<file path="src/rtl/fp_absgt_pkg.sv">
package fp_absgt_pkg;
  localparam int VEC_W   = 128;
  localparam int N_FMT   = 3;
  localparam int FMT_H   = 0;
  localparam int FMT_S   = 1;
  localparam int FMT_D   = 2;

  function automatic int fmt_exp_w(int f);
    return (f == FMT_H) ? 5 : (f == FMT_S) ? 8 : 11;
  endfunction

  function automatic int fmt_man_w(int f);
    return (f == FMT_H) ? 10 : (f == FMT_S) ? 23 : 52;
  endfunction

  typedef struct packed {
    logic half;
    logic dbl;
    logic wide;
    logic scalar;
    logic merge;
  } absgt_mode_t;
endpackage

</file>
<file path="src/rtl/fp_absgt_lane.sv">
module fp_absgt_lane #(
  parameter int EXP_W = 5,
  parameter int MAN_W = 10,
  localparam int LW = EXP_W + MAN_W + 1
) (
  input  logic [LW-1:0] elem_a,
  input  logic [LW-1:0] elem_b,
  output logic          greater,
  output logic          nan_seen
);
  logic [LW-2:0] mag_a, mag_b;
  logic          nan_a, nan_b;

  // sign stripped: the remaining bits order like an unsigned integer
  assign mag_a = elem_a[LW-2:0];
  assign mag_b = elem_b[LW-2:0];

  assign nan_a = (&mag_a[LW-2:MAN_W]) && (|mag_a[MAN_W-1:0]);
  assign nan_b = (&mag_b[LW-2:MAN_W]) && (|mag_b[MAN_W-1:0]);

  assign nan_seen = nan_a | nan_b;
  assign greater  = !nan_seen && (mag_a > mag_b);
endmodule

</file>
<file path="src/rtl/fp_absgt_core.sv">
module fp_absgt_core
  import fp_absgt_pkg::*;
#(
  parameter int W = VEC_W,
  localparam int DW_BITS = $clog2(W) + 1,
  localparam int NL_BITS = $clog2(W / 16) + 1
) (
  input  logic [W-1:0]  opa,
  input  logic [W-1:0]  opb,
  input  absgt_mode_t   mode,
  output logic [W-1:0]  mask,
  output logic          invalid,
  output logic          illegal
);
  logic [W-1:0]       fmt_mask [N_FMT];
  logic [N_FMT-1:0]   fmt_inv;
  logic [1:0]         fsel;
  logic [DW_BITS-1:0] data_w;
  logic [NL_BITS-1:0] n_lanes;
  logic [W-1:0]       below;

  always_comb begin
    fsel    = mode.half ? 2'(FMT_H) : (mode.dbl ? 2'(FMT_D) : 2'(FMT_S));
    illegal = !mode.half && mode.dbl && !mode.wide && !mode.scalar;
    n_lanes = '0;
    data_w  = '0;
    case (fsel)
      2'(FMT_H): begin
        n_lanes = mode.scalar ? NL_BITS'(1) : (mode.wide ? NL_BITS'(W/16) : NL_BITS'(W/32));
        data_w  = mode.scalar ? DW_BITS'(16) : (mode.wide ? DW_BITS'(W) : DW_BITS'(W/2));
      end
      2'(FMT_S): begin
        n_lanes = mode.scalar ? NL_BITS'(1) : (mode.wide ? NL_BITS'(W/32) : NL_BITS'(W/64));
        data_w  = mode.scalar ? DW_BITS'(32) : (mode.wide ? DW_BITS'(W) : DW_BITS'(W/2));
      end
      default: begin
        n_lanes = mode.scalar ? NL_BITS'(1) : (mode.wide ? NL_BITS'(W/64) : NL_BITS'(0));
        data_w  = mode.scalar ? DW_BITS'(64) : (mode.wide ? DW_BITS'(W) : DW_BITS'(0));
      end
    endcase
  end

  for (genvar f = 0; f < N_FMT; f++) begin : g_fmt
    localparam int EW = fmt_exp_w(f);
    localparam int MW = fmt_man_w(f);
    localparam int LW = EW + MW + 1;
    localparam int NL = W / LW;
    logic [NL-1:0] lane_inv;
    logic [NL-1:0] lane_act;
    for (genvar i = 0; i < NL; i++) begin : g_lane
      logic gt;
      fp_absgt_lane #(.EXP_W(EW), .MAN_W(MW)) u_lane (
        .elem_a  (opa[i*LW +: LW]),
        .elem_b  (opb[i*LW +: LW]),
        .greater (gt),
        .nan_seen(lane_inv[i])
      );
      assign fmt_mask[f][i*LW +: LW] = {LW{gt}};
      assign lane_act[i] = NL_BITS'(i) < n_lanes;
    end
    assign fmt_inv[f] = |(lane_inv & lane_act);
  end

  for (genvar k = 0; k < W; k++) begin : g_below
    assign below[k] = DW_BITS'(k) < data_w;
  end

  always_comb begin
    if (illegal) begin
      mask    = '0;
      invalid = 1'b0;
    end else begin
      mask    = (fmt_mask[fsel] & below) |
                ((mode.scalar && mode.merge) ? (opb & ~below) : '0);
      invalid = fmt_inv[fsel];
    end
  end
endmodule

</file>
<file path="src/rtl/fp_absgt_lanes.sv">
module fp_absgt_lanes
  import fp_absgt_pkg::*;
#(
  parameter int W = VEC_W
) (
  input  logic         clk,
  input  logic         rst_n,
  input  logic         in_valid,
  output logic         in_ready,
  input  logic [W-1:0] in_opa,
  input  logic [W-1:0] in_opb,
  input  logic         in_half,
  input  logic         in_dbl,
  input  logic         in_wide,
  input  logic         in_scalar,
  input  logic         in_merge,
  input  logic         in_trap_en,
  output logic         out_valid,
  input  logic         out_ready,
  output logic [W-1:0] out_mask,
  output logic         out_invalid,
  output logic         out_trap_req,
  output logic         out_illegal,
  output logic         status_inv_sticky
);
  absgt_mode_t  mode;
  logic [W-1:0] c_mask;
  logic         c_inv, c_ill, accept;

  assign mode = '{half: in_half, dbl: in_dbl, wide: in_wide,
                  scalar: in_scalar, merge: in_merge};

  fp_absgt_core #(.W(W)) u_core (
    .opa    (in_opa),
    .opb    (in_opb),
    .mode   (mode),
    .mask   (c_mask),
    .invalid(c_inv),
    .illegal(c_ill)
  );

  assign in_ready = !out_valid || out_ready;
  assign accept   = in_valid && in_ready;

  always_ff @(posedge clk or negedge rst_n) begin
    if (!rst_n) begin
      out_valid         <= 1'b0;
      out_mask          <= '0;
      out_invalid       <= 1'b0;
      out_trap_req      <= 1'b0;
      out_illegal       <= 1'b0;
      status_inv_sticky <= 1'b0;
    end else if (accept) begin
      out_valid         <= 1'b1;
      out_mask          <= c_mask;
      out_invalid       <= c_inv;
      out_trap_req      <= c_inv && in_trap_en;
      out_illegal       <= c_ill;
      status_inv_sticky <= status_inv_sticky || (c_inv && !in_trap_en);
    end else if (out_ready) begin
      out_valid <= 1'b0;
    end
  end

  a_r11_hold: assert property (@(posedge clk) disable iff (!rst_n)
    out_valid && !out_ready |=> out_valid && $stable(out_mask) &&
                               $stable(out_invalid) && $stable(out_illegal));
  a_r11_stall_blocks: assert property (@(posedge clk) disable iff (!rst_n)
    out_valid && !out_ready |-> !in_ready);
  a_r11_accept_shows: assert property (@(posedge clk) disable iff (!rst_n)
    in_valid && in_ready |=> out_valid);
  a_r5_illegal_quiet: assert property (@(posedge clk) disable iff (!rst_n)
    out_valid && out_illegal |-> out_mask == '0 && !out_invalid && !out_trap_req);
  a_r10_trap_needs_flag: assert property (@(posedge clk) disable iff (!rst_n)
    out_valid && out_trap_req |-> out_invalid);
  a_r10_sticky_cause: assert property (@(posedge clk) disable iff (!rst_n)
    $rose(status_inv_sticky) |-> $past(in_valid && in_ready && !in_trap_en));
endmodule

</file>
<file path="config.mk">
export PLATFORM = sky130hd
export DESIGN_NAME = fp_absgt_lanes
export DESIGN_NICKNAME = d
export VERILOG_FILES = /design/src/rtl/fp_absgt_pkg.sv /design/src/rtl/fp_absgt_lane.sv /design/src/rtl/fp_absgt_core.sv /design/src/rtl/fp_absgt_lanes.sv
export SDC_FILE = /design/constraint.sdc
export NUM_CORES = 1
export LEC_CHECK = 0
export BUFFER_PORTS_ARGS = -buffer_cell sky130_fd_sc_hd__buf_4
export CORE_ASPECT_RATIO = 1.25
export CORE_MARGIN = 2
export CORE_UTILIZATION = 30
export DETAILED_ROUTE_END_ITERATION = 8
export SYNTH_ARGS = -nofsm -noshare
export SYNTH_HDL_FRONTEND = slang
export SYNTH_SLANG_ARGS = --single-unit
</file>
<file path="constraint.sdc">
create_clock -name clk -period 3.2 [get_ports clk]
set_input_delay 0.64 -clock clk [delete_from_list [all_inputs] [get_ports clk]]
set_output_delay 0.64 -clock clk [all_outputs]
set_load 0.1 [all_outputs]
</file>
[Word level (Yosys, flattened, before mapping)]
Cells that the tools add are included.
Widths: inputs -> output; s select.
Storage, ports and cells
  bits in registers: 133
  bits of input ports: 266
  output and inout port bits: 134
Operators by class
  order comparisons: 152
  equality and inequality tests: 1
  muxes and demuxes: 25
  bitwise operators: 22
  reductions and logical operators: 131
Operators by type and width (count)
  $lt 7x8->1 const A: 64
  $mux 128: 4
  $and 128x128->128: 2
  $bmux 128 s2: 1
  $lt 6x8->1 const A: 32
  $reduce_or 52->1: 4
  $reduce_or 23->1: 8
  $reduce_or 10->1: 16
  $lt 5x8->1 const A: 16
  $not 128->128: 1
  $or 128x128->128: 1
  $gt 63x63->1: 2
  $gt 31x31->1: 4
  $gt 15x15->1: 8
  $reduce_and 5->1: 16
  $lt 4x8->1 const A: 8
  $reduce_and 8->1: 8
  $logic_and 1x1->1: 49
  $reduce_and 11->1: 4
  $mux 8: 5
  $lt 3x8->1 const A: 4
  $logic_not 1->1: 19
  $lt 1x8->1 const A: 2
  $lt 2x8->1 const A: 2
  24 further kinds: 51

[Longest topological paths before layout]
Gate-level depths: netlist of the first run.
  word-level depth: 12
  depth in mapped cells: 11
  depth with buffers taken out: 10

[By module]
A second synthesis of the first run with hierarchy kept.
Second synthesis, totals
  cell total of the unflattened synthesis: 2083
  area total of the unflattened synthesis: 17778.3 um^2
By module, submodules not included
  fp_absgt_lanes: instances 1, cells an instance 284, area each 5315.1 um^2, sequential area each 3328.2 um^2
  fp_absgt_lane (u_core.g_fmt[2].g_lane[0].u_lane ...): instances 2, cells an instance 275, area each 1875.5 um^2, sequential area each 0.0 um^2
  fp_absgt_lane (u_core.g_fmt[1].g_lane[0].u_lane ...): instances 4, cells an instance 134, area each 933.4 um^2, sequential area each 0.0 um^2
  fp_absgt_lane (u_core.g_fmt[0].g_lane[0].u_lane ...): instances 8, cells an instance 65, area each 457.9 um^2, sequential area each 0.0 um^2
  fp_absgt_core: instances 1, cells an instance 193, area each 1315.0 um^2, sequential area each 0.0 um^2

[Worst setup path after synthesis of the first run]
Ideal clock, no wire load.
  path kind: reg-to-reg
  start: register out_valid
  end: register out_mask[66]
  arrival: 3.430 ns
  required time: 3.122 ns
  slack: -0.308 ns
  cell stages (with the launch flop): 9
  clock period less this slack: 3.508 ns
  cell sequence: dfrtp_1 > nand2b_1 > nand2_1 > nor2_1 > clkbuf_1 > clkbuf_1 > a22o_1 > nor2_1 > a21oi_1
On the way
  cells in the longest elaborated chain, start to end: 3
Ends and longest elaborated chain
  start: declaration: RTL line fp_absgt_lanes.sv:18  | output logic out_valid,
  start signal: assignment: RTL line fp_absgt_lanes.sv:47  | out_valid <= 1'b0;
  start signal: assignment: RTL line fp_absgt_lanes.sv:54  | out_valid <= 1'b1;
  start signal: assignment: RTL line fp_absgt_lanes.sv:61  | out_valid <= 1'b0;
  $logic_not 1->1: RTL line fp_absgt_lanes.sv:42  | assign in_ready = !out_valid || out_ready;
  $logic_or 1x1->1: RTL line fp_absgt_lanes.sv:42
  via in_ready: RTL line fp_absgt_lanes.sv:9  | output logic in_ready,
  $logic_and 1x1->1: RTL line fp_absgt_lanes.sv:43  | assign accept = in_valid && in_ready;
  end signal: assignment: RTL line fp_absgt_lanes.sv:55  | out_mask <= c_mask;
  end: declaration: RTL line fp_absgt_lanes.sv:20  | output logic [W-1:0] out_mask,
The timed path passes the listed nets, and every way through them passes these cells.
A chain may end at the register's enable or synchronous reset.

[Worst setup path in the final report of the first run]
  start: input port in_opb[19]
  end: register out_mask[26]
On the way
  cells in the longest elaborated chain, start to end: 11
  elaborated cells between the ends (all ways): 24
Ends and longest elaborated chain
  start: declaration: RTL line fp_absgt_lanes.sv:11  | input logic [W-1:0] in_opb,
  parallel branches: the longest is 5 deep, another holds $gt 63x63->1
  $bmux 128 s2 (*): RTL line fp_absgt_core.sv:73  | mask = (fmt_mask[fsel] & below) |
  $mux 128 (not written as such) (*) (2 in a row): RTL line fp_absgt_core.sv:73
  $and 128x128->128 (*): RTL line fp_absgt_core.sv:73
  $or 128x128->128 (*): RTL line fp_absgt_core.sv:73
  $mux 128 (*): RTL line fp_absgt_core.sv:69  | if (illegal) begin
Mark *: on every way between the ends. The select of a mux whose other input is x is not followed.

==> implementation parameters, run 1 <==
Parameter                              Value

Detailed routing
  Vias per Instance    5.42
  Post-route ant nets    0
  Final routed DRC violation total    0
  Final routed wire length divided by cell count    20.0 um
  Number of violations reported at the end of detailed-routing iteration 0    ~640
  Wire length reported by the detailed router    around 45,000 um
  Total via count in the routed design    12,300
  Number of iterations in the first detailed-routing pass    5

Synth
  Count of cell types in the netlist    53
  Share of flip-flops with an asynchronous set or reset    100%
  Syn nets    1,758
  Cell accounting for the most synthesized area    dfrtp_1
  Seq cells post-synth    about 130
  Top post-synthesis cells by area    dfrtp_1 (30%), ha_1 (15%), a21oi_1 (6.6%)
  Synthesized cell area    ~11,000 um2
  Number of flops mapped to enable cells by yosys    0
  Fraction of post-synthesis cell area in the top cell type by area    30.4%
  Number of cells produced by synthesis    1,360
  Mean post-synth cell area    a little over 8 um2
  Predominant post-synthesis flop cell    dfrtp_1
  Post-synthesis sequential area ratio    30.4%
  Synth Warn #    0

STA
  Worst relative slew slack    21.2%
  Achievable Freq    0.344 GHz
  Pin slew with the least headroom to its limit    1.18 ns
  Final Setup Violations    0
  Final-report max-slew violation count    0
  Final period demand of the worst path    2.91 ns
  Fin Clk Skew    around 0.013 ns
  RSZ-0062 raised after global routing    no
  Final Hold Violating Endpoints    0
  Final worst-path cycle share    90.9%
  Sum of negative setup slack    0 ns

Clock tree
  Buffers from clock root to sink, at most    2
  Clock tree from TritonCTS    built
  Number of setup buffers added after CTS    0
  Skew-Pair Late Insertion Delay    0.45 ns
  Root buffer cell    clkbuf_16
  Cts hold-fix bufs    0
  Number of buffers inserted during clock tree synthesis    17
  Number of gates given a new drive strength after cts    0
  Clock Sink Count    between 100 and 150
  Clock-pin slew reported for the worst setup and hold paths after clock tree synthesis    around 0.070 ns
  Depth of the CTS H-tree    4

Final layout
  Synth-to-Final Area Change    41.7%
  Final Util    42.9%
  ANT cells    0
  Number of nets in the layout    2,168
  Area occupied by multi-input gates    6920 um2
  Final-layout fill cell count    ~3,700
  Register area    3330 um2
  Layout cells sized above 1    31.1%

Power
  Part of the total power dissipated in combinational logic    46.3%
  Leakage    between 7 and 8 nW
  Reg power frac    25.9%
  Net load switching power    0.00370 W
  Fraction of power consumed by the clock network    around 28%
  Design internal power    roughly 0.0042 W
  Pwr Density    between 500 and 600 nW/um2
  Sw Share    between 40 and 50%
  Largest voltage drop on the vdd net    307 uV

Hold path
  Min-delay worst type    in -> async

Setup path
  Start point of the critical path    in_opb[19]
  Path depth of the worst reg2reg path    5
  Slowest cell on crit path    nor4_1
  Most numerous cell on the critical path    buf_4
  Critical path launch point type    primary input
  Launch instance of the worst register-to-register path    out_valid
  Worst path max stage delay    0.44 ns
  Crit path required time    3.55 ns
  Crit end category    flop
  Max FO, Critical Path    16
  Critical Path, Cell by Cell    buf_4, nor4_1, buf_4, nand3_1, nor4_2, a211oi_1, or3_4, a21oi_4, o21ai_2, buf_4, o21ai_0
  WP data arrival    3.26 ns
  Setup Crit Path Kind    in -> reg

Global routing
  Total GRT Usage    23.3%
  Global route overflow    0
  Global-route wire length before repair    69,600 um
  Initial antenna violation count    0
  Number of global-route vias before repair    12,600
  Largest net degree at the start of global routing    86

Status
  Run status    finished clean

Die
  Placement Rows    78
  Starting Density    30.3%
  Placeable Area    36,200 um2
  Die Width    175 um
  Chip Height    around 220 um
  Die area    38,100 um2
  I/O pin count    400

Placed design
  Number of port buffers    roughly 400
  HPWL after detailed placement    36,000 um
  Weighted congestion reported at the end of routability-driven placement    just under 0.9

Run
  Number of maximum-capacitance violations    0
[worst max-delay path, delay by kind of cell]
kind / cells / cell delay, ns
AND/OR/NAND/NOR: 4 / 1.37
AO/OA/AOI/OAI: 4 / 0.71
buffers and inverters: 3 / 0.53
[per-layer routing]
| metal | track usage, % | part of all wire, % |
|---|---|---|
| met5 | 0 | 0 |
| met3 | 6.21 | 6.8 |
| met1 | 25.7 | 38 |
| met4 | 9.14 | 3.4 |
| met2 | 42.5 | 51 |
[power groups by stage]
stage | combinational, W | sequential (W) | clock, W
2_1_floorplan | 0.000898 | 0.00366 | 0
3_3_place_gp | 0.00361 | 0.00206 | 0
3_5_place_dp | 0.00365 | 0.00207 | 0
4_1_cts | 0.00366 | 0.00204 | 0.00225
5_1_grt | 0.00385 | 0.00207 | 0.00230
6_report | 0.00364 | 0.00204 | 0.00219
[per-stage QoR]
stage	std cells	hold slack (ns)	total power, W	area [um2]	setup WS, ns
floorplan	1360	0.344	0.00456	11000	0.112
global placement	2231	0.444	0.00567	14900	-0.157
detailed placement	2231	0.451	0.00572	14900	-0.212
CTS	2263	0.121	0.00794	15500	0.260
global route	2263	0.142	0.00822	15500	0.172
finish	2263	0.121	0.00788	15500	0.292
[cell type report]
class | count | area share, %
clock buffer | 18 | 2.83
sequential | 133 | 21.4
clock inverter | 14 | 1.25
multi-input combinational | 1024 | 44.5
tap | 480 | 3.87
inverter | 139 | 3.36
timing repair buffer | 455 | 22.7
[synthesized netlist by cell type (2+ instances only)]
| master | count |
|---|---|
| and3_1 | 8 |
| or2_2 | 32 |
| nor2_1 | 110 |
| clkbuf_2 | 5 |
| ha_1 | 132 |
| or4_1 | 2 |
| a21o_1 | 24 |
| o31ai_2 | 2 |
| o21ai_1 | 10 |
| nand2b_1 | 5 |
| inv_1 | 139 |
| a22oi_1 | 49 |
| nand3_1 | 48 |
| dfrtp_1 | 133 |
| o21ai_0 | 76 |
| a211oi_1 | 14 |
| nand4_1 | 43 |
| a21oi_1 | 145 |
| a311oi_1 | 3 |
| o31ai_1 | 3 |
| buf_2 | 14 |
| nor3_1 | 43 |
| a22o_1 | 69 |
| o21ai_2 | 11 |
| a211o_1 | 4 |
| nor2b_1 | 10 |
| nand2_1 | 68 |
| nor4_1 | 38 |
| o311ai_0 | 2 |
| a221oi_1 | 4 |
| o211ai_2 | 2 |
| o21a_1 | 4 |
| or3_1 | 3 |
| clkbuf_1 | 40 |
| and4_1 | 3 |
| o22ai_1 | 36 |
| and2_1 | 4 |
| buf_1 | 3 |
| buf_6 | 2 |
| nor4_2 | 4 |
[registers in the layout, summed over array words and instances (netlist names)]
signal             count
out_illegal            1
out_trap_req           1
out_invalid            1
out_valid              1
status_inv_sticky      1
out_mask             128
[final timing paths]
| kind | slack [ns] | endpoint |
|---|---|---|
| max | 0.29 | out_mask[26] |
| min | 0.12 | out_mask[59] |
| max reg2reg | 0.99 | out_mask[20] |
| min reg2reg | 0.46 | status_inv_sticky |
| max in group asynchronous | 2.24 | out_mask[89] |
| min in group clk | 0.42 | out_trap_req |
[kinds of logic (layout without fill, tap and decap cells)]
family | Yosys count | in the layout | synth area share, %
buffers and inverters | 203 | 626 | 7.30
AND/OR/NAND/NOR | 424 | 424 | 19.5
flip-flops | 133 | 133 | 30.4
AO/OA/AOI/OAI | 468 | 468 | 27.8
adder cells (fa/ha/maj) | 132 | 132 | 15.1
[cells in the final DEF (no fill, tap or decap), types with 9 or more instances in the layout]
cell	count
a211oi_1	12
a21o_1	24
a21oi_1	143
a22o_1	69
a22oi_1	49
buf_12	9
buf_4	445
clkbuf_16	17
dfrtp_1	133
ha_1	132
inv_1	139
nand2_1	67
nand3_1	48
nand4_1	43
nor2_1	109
nor2b_1	10
nor3_1	41
nor4_1	38
o21ai_0	76
o21ai_1	10
o21ai_2	11
o22ai_1	36
or2_2	32
Power figures use the tool's default switching activity.
==> run 2: changes to the inputs <==
- CORE_AREA: not set -> 2 2 153 155
- CORE_ASPECT_RATIO: 1.25 -> not set
- CORE_MARGIN: 2 -> not set
- CORE_UTILIZATION: 30 -> not set
- CTS_CLUSTER_SIZE: not set -> 25
- DIE_AREA: not set -> 0 0 155 157
- PLACE_DENSITY: not set -> 0.78
==> run 2 against run 1 <==
Count of clock-buffer cells in the layout down 1. Total power down 3.3%. Die area down 36%. Clock power down 11%. Hold slack better by 0.12 ns. Critical path depth up 2. Register-to-register slack better by 0.06 ns. Worst setup slack worse by 0.11 ns. Combinational power about the same.
==> implementation parameters, run 2 (synthesized netlist as in run 1, its figures left out) <==
Parameter                              Value

Final layout
  Register containing the most flip-flops in the final layout    out_mask
  Number of flip-flops in the largest register    between 100 and 150
  Number of nets in the layout    2,149
  Register area    between 3000 and 4000 um2
  Top library cells by usage in the layout, fill and taps aside    buf_4 (425), a21oi_1 (143), inv_1 (139)
  Cell area after layout    15,100 um2
  Final-layout fill cell count    1,891
  ANT cells    0
  Area occupied by multi-input gates    6910 um2
  Most common library cell in the layout ignoring fill and taps    buf_4
  Layout cells sized above 1    30.3%
  Synth-to-Final Area Change    37.7%

STA
  Achievable Freq    ~0.33 GHz
  Final-report max-slew violation count    0
  Pin slew with the least headroom to its limit    approximately 1.3 ns
  RSZ-0062 raised after global routing    no
  Fin Clk Skew    0.00791 ns
  Worst relative slew slack    16.1%
  Final Hold Violating Endpoints    0
  Final Setup Violations    0
  Sum of negative setup slack    0 ns
  Final worst-path cycle share    94.2%
  Final period demand of the worst path    3.01 ns

Die
  Chip Height    157 um
  Starting Density    about half
  Placement Rows    55
  Die Width    between 150 and 200 um
  Die area    roughly 24,000 um2
  I/O pin count    400
  Placeable Area    roughly 23,000 um2

Clock tree
  Root buffer cell    clkbuf_16
  Clock Sink Count    around 130
  Depth of the CTS H-tree    4
  Skew-Pair Late Insertion Delay    0.41 ns
  Clock-pin slew reported for the worst setup and hold paths after clock tree synthesis    0.07 ns
  Buffers from clock root to sink, at most    2
  Clock tree from TritonCTS    built
  Number of buffers inserted during clock tree synthesis    17
  Number of setup buffers added after CTS    0
  Cts hold-fix bufs    0

Placed design
  Number of port buffers    397
  Weighted congestion reported at the end of routability-driven placement    approximately 0.91
  Placed standard-cell area    between 10,000 and 15,000 um2
  HPWL after detailed placement    32,000 um

Setup path
  WP data arrival    3.30 ns
  Setup Crit Path Kind    in -> reg
  Slowest cell on crit path    a2111oi_1
  Critical path launch point type    primary input
  Worst r2r dst    out_mask[89]
  Reg2Reg Setup Slack    1.05 ns
  Critical Path, Cell by Cell    buf_4, inv_1, ha_1, a21oi_1, nor2_1, a2111oi_1, o31ai_1, o21ai_0, buf_4, a21boi_0, o31ai_4, buf_4, a21oi_1
  Path depth of the worst reg2reg path    8
  Worst path top cell family by delay    compound AO/OA/AOI/OAI gates
  Crit end category    flop
  Start point of the critical path    in_opb[72]
  Count of buffer and inverter cells on the critical path    4
  Launch instance of the worst register-to-register path    out_valid
  Most numerous cell on the critical path    buf_4
  Max FO, Critical Path    24
  Crit path required time    between 3 and 4 ns
  Worst path max stage delay    0.53 ns

Detailed routing
  Number of violations reported at the end of detailed-routing iteration 0    679
  Final routed DRC violation total    0
  Wire length reported by the detailed router    just over 40,000 um
  Number of iterations in the first detailed-routing pass    8
  Vias per Instance    6.00
  Final routed wire length divided by cell count    around 20 um
  Total via count in the routed design    12,300
  Post-route ant nets    0

Power
  Pwr Density    between 500 and 600 nW/um2
  Leakage    7.58 nW
  Largest voltage drop on the vdd net    338 uV

Global routing
  Initial antenna violation count    0
  Global-route wire length before repair    ~64,000 um
  Total GRT Usage    32.9%
  Global route overflow    0
  Largest net degree at the start of global routing    116
  Number of global-route vias before repair    12,400

Hold path
  Min-delay worst type    in -> async

Run
  Number of maximum-capacitance violations    0

Status
  Run status    finished clean
==> run 2: power breakdown <==
group / switching [W] / internal, W / total [W] / leakage [nW]
sequential: 0.000137 / 0.00190 / 0.00204 / 1.73
combinational: 0.00263 / 0.000996 / 0.00362 / 5.57
clock: 0.000920 / 0.00104 / 0.00196 / 0.278
==> run 2: cell type report <==
class	instances	share of cell area, %
clock inverter	15	0.986
inverter	139	3.46
clock buffer	17	2.82
multi-input combinational	1024	45.8
tap	285	2.36
sequential	133	22.0
timing repair buffer	436	22.5
==> run 2: timing repair <==
action,4_1_cts,5_1_grt
setup endpoints to repair,0,13
endpoints found under the hold margin,0,0
resized for setup,0,1
==> run 2: worst max path at each step <==
stage	to	depth (start not counted)
6_report	out_mask[102]	13
5_1_grt	out_mask[74]	11
4_1_cts	out_mask[116]	13
3_5_place_dp	out_mask[116]	13
3_3_place_gp	out_mask[95]	12
2_1_floorplan	out_mask[66]	8
==> run 2: through the flow <==
stage	utilization, %	worst slack [ns]	std cells	total power (W)	hold WS, ns
after CTS	67.1	0.233	2049	0.00762	0.256
after global routing	67.1	0.101	2049	0.00793	0.264
after global placement	64.5	0.00412	2017	0.00561	0.445
after detailed placement	64.5	-0.170	2017	0.00567	0.446
after floorplan	-	0.112	1360	0.00456	0.344
final	67.1	0.185	2049	0.00762	0.238
==> run 2: metal layers <==
metal	track usage (%)	share of wire (%)	up-vias
li1	-	-	5829
met1	39.2	40	5782
met2	57.9	49	573
met3	6.72	7.9	101
met4	13.8	3.7	0
met5	0	0	-
==> run 3: changes to the inputs <==
--- a/config.mk
+++ b/config.mk
@@ -12,4 +12,6 @@
 export DIE_AREA = 0 0 155 157
 export PLACE_DENSITY = 0.78
+export REMOVE_ABC_BUFFERS = 1
+export SLEW_MARGIN = 20
 export SYNTH_ARGS = -nofsm -noshare
 export SYNTH_HDL_FRONTEND = slang
==> constraint.sdc (replaced) <==
create_clock -name clk -period 3.2 [get_ports clk]
set_input_delay 0.64 -clock clk [delete_from_list [all_inputs] [get_ports clk]]
set_output_delay 0.64 -clock clk [all_outputs]
set_load 0.005 [all_outputs]
==> run 3 against run 2 <==
Final area up 0.61%. Total power down 21%. Die area unchanged. First-iteration DRC count up 19%. Final cell count up 0.63%. Via count up 0.94%.
==> implementation parameters, run 3 (synthesized netlist as in run 1, its figures left out) <==
Parameter                              Value

Detailed routing
  Post-route ant nets    0
  Vias per Instance    roughly 6.0
  Number of violations reported at the end of detailed-routing iteration 0    807
  Final routed wire length divided by cell count    19.7 um
  Final routed DRC violation total    0
  Total via count in the routed design    12,400
  Number of iterations in the first detailed-routing pass    5
  Wire length reported by the detailed router    between 40,000 and 50,000 um

Die
  Chip Height    157 um
  Placeable Area    22,500 um2
  Die area    24,300 um2
  I/O pin count    400
  Starting Density    48.7%
  Die Width    155 um
  Placement Rows    55

Placed design
  Cell Count Post-Placement    2,030
  Worst-case setup slack after placement    -0.183 ns
  HPWL after detailed placement    31,600 um
  Placed standard-cell area    14,600 um2
  Number of port buffers    397
  Weighted congestion reported at the end of routability-driven placement    0.946

Power
  Power Total    ~0.006 W
  Leakage    7.64 nW
  Largest voltage drop on the vdd net    ~330 uV
  Pwr Density    roughly 400 nW/um2

Global routing
  Largest net degree at the start of global routing    71
  Number of global-route vias before repair    around 12,000
  Global route overflow    0
  Initial antenna violation count    0
  Total GRT Usage    between 30% and 40%
  Global-route wire length before repair    62,400 um

Clock tree
  Skew-Pair Late Insertion Delay    0.42 ns
  Number of gates given a new drive strength after cts    0
  Number of setup buffers added after CTS    0
  Clock Sink Count    133
  Number of buffers inserted during clock tree synthesis    17
  Clock-pin slew reported for the worst setup and hold paths after clock tree synthesis    0.08 ns
  Buffers from clock root to sink, at most    2
  Clock tree from TritonCTS    built
  Cts hold-fix bufs    0
  Depth of the CTS H-tree    4
  Root buffer cell    clkbuf_16

Setup path
  Crit path required time    3.46 ns
  Setup Crit Path Kind    in -> reg
  WP data arrival    3.28 ns
  Critical path launch point type    primary input
  Max FO, Critical Path    16
  Crit end category    flop

Final layout
  Most common library cell in the layout ignoring fill and taps    buf_4
  Top library cells by usage in the layout, fill and taps aside    buf_4 (440), a21oi_1 (143), inv_1 (139)
  Area occupied by multi-input gates    6920 um2
  Register containing the most flip-flops in the final layout    out_mask
  Synth-to-Final Area Change    38.5%
  Cell area after layout    about 15,000 um2
  Register area    3330 um2
  Layout cells sized above 1    30.7%
  Final-layout fill cell count    ~1,900
  ANT cells    0
  Number of flip-flops in the largest register    128
  Cell Count, Final, Fillers Out    2,062
  Number of nets in the layout    2,162

Hold path
  Min-delay worst type    in -> async

STA
  Final Setup Violations    0
  Final Hold Violating Endpoints    0
  Pin slew with the least headroom to its limit    approximately 1.1 ns
  Worst relative slew slack    between 20 and 30%
  Final-report max-slew violation count    0
  Fin Clk Skew    0.00992 ns
  RSZ-0062 raised after global routing    no
  Final worst-path cycle share    around 94%
  Achievable Freq    between 0.3 and 0.4 GHz
  Final period demand of the worst path    slightly above 3 ns
  Sum of negative setup slack    0 ns
  Final WS setup    between 0.15 and 0.2 ns

Run
  Number of maximum-capacitance violations    0

Status
  Run status    finished clean
-- run 3: critical path, cell delays in order --
cell	delay, ns
buf_4	0.08
inv_1	0.05
ha_1	0.31
nand4_1	0.12
nor4_1	0.39
buf_4	0.18
nand4_1	0.13
nand3_1	0.13
o21ai_0	0.13
o2bb2ai_1	0.90
o21ai_0	0.22
-- run 3: layout make-up --
type / count / area share, %
clock buffers: 17 / 2.80
clock inverters: 15 / 1.05
inverters: 139 / 3.43
multi-input cells: 1024 / 45.6
flip-flops and latches: 133 / 21.9
well taps: 285 / 2.35
repair buffers: 449 / 22.9
-- run 3: metrics by stage --
stage | hold WS (ns) | util [%]
after global routing | 0.283 | 67.5
after detailed placement | 0.472 | 64.9
final | 0.248 | 67.5
after floorplan | 0.344 | -
after global placement | 0.446 | 64.8
after CTS | 0.266 | 67.5
-- run 3: layer usage --
metal  track usage, %  vias up  share of wire (%)
met5                0        -                  0
met4             12.8        0                3.6
met3             6.14       85                7.5
met2             54.0      543                 48
met1             41.2     5936                 41
li1                 -     5837                  -
-- run 3: where the power goes --
part           total, W  internal [W]  switching [W]
registers       0.00203       0.00190       0.000135
clock network   0.00204       0.00111       0.000932
logic           0.00197      0.000983       0.000985
total           0.00604       0.00399        0.00205
-- run 3: path summary, 6_finish.rpt --
path / depth (start not counted) / end / slack, ns / start
max: 11 / out_mask[17] / 0.18 / in_opb[12]
min: 1 / out_mask[127] / 0.25 / rst_n
max reg2reg: 7 / out_mask[88] / 1.07 / out_valid
min reg2reg: 1 / out_invalid / 0.48 / out_invalid
max in group asynchronous: 2 / out_mask[56] / 2.20 / rst_n
min in group clk: 3 / out_mask[30] / 0.45 / in_opb[30]
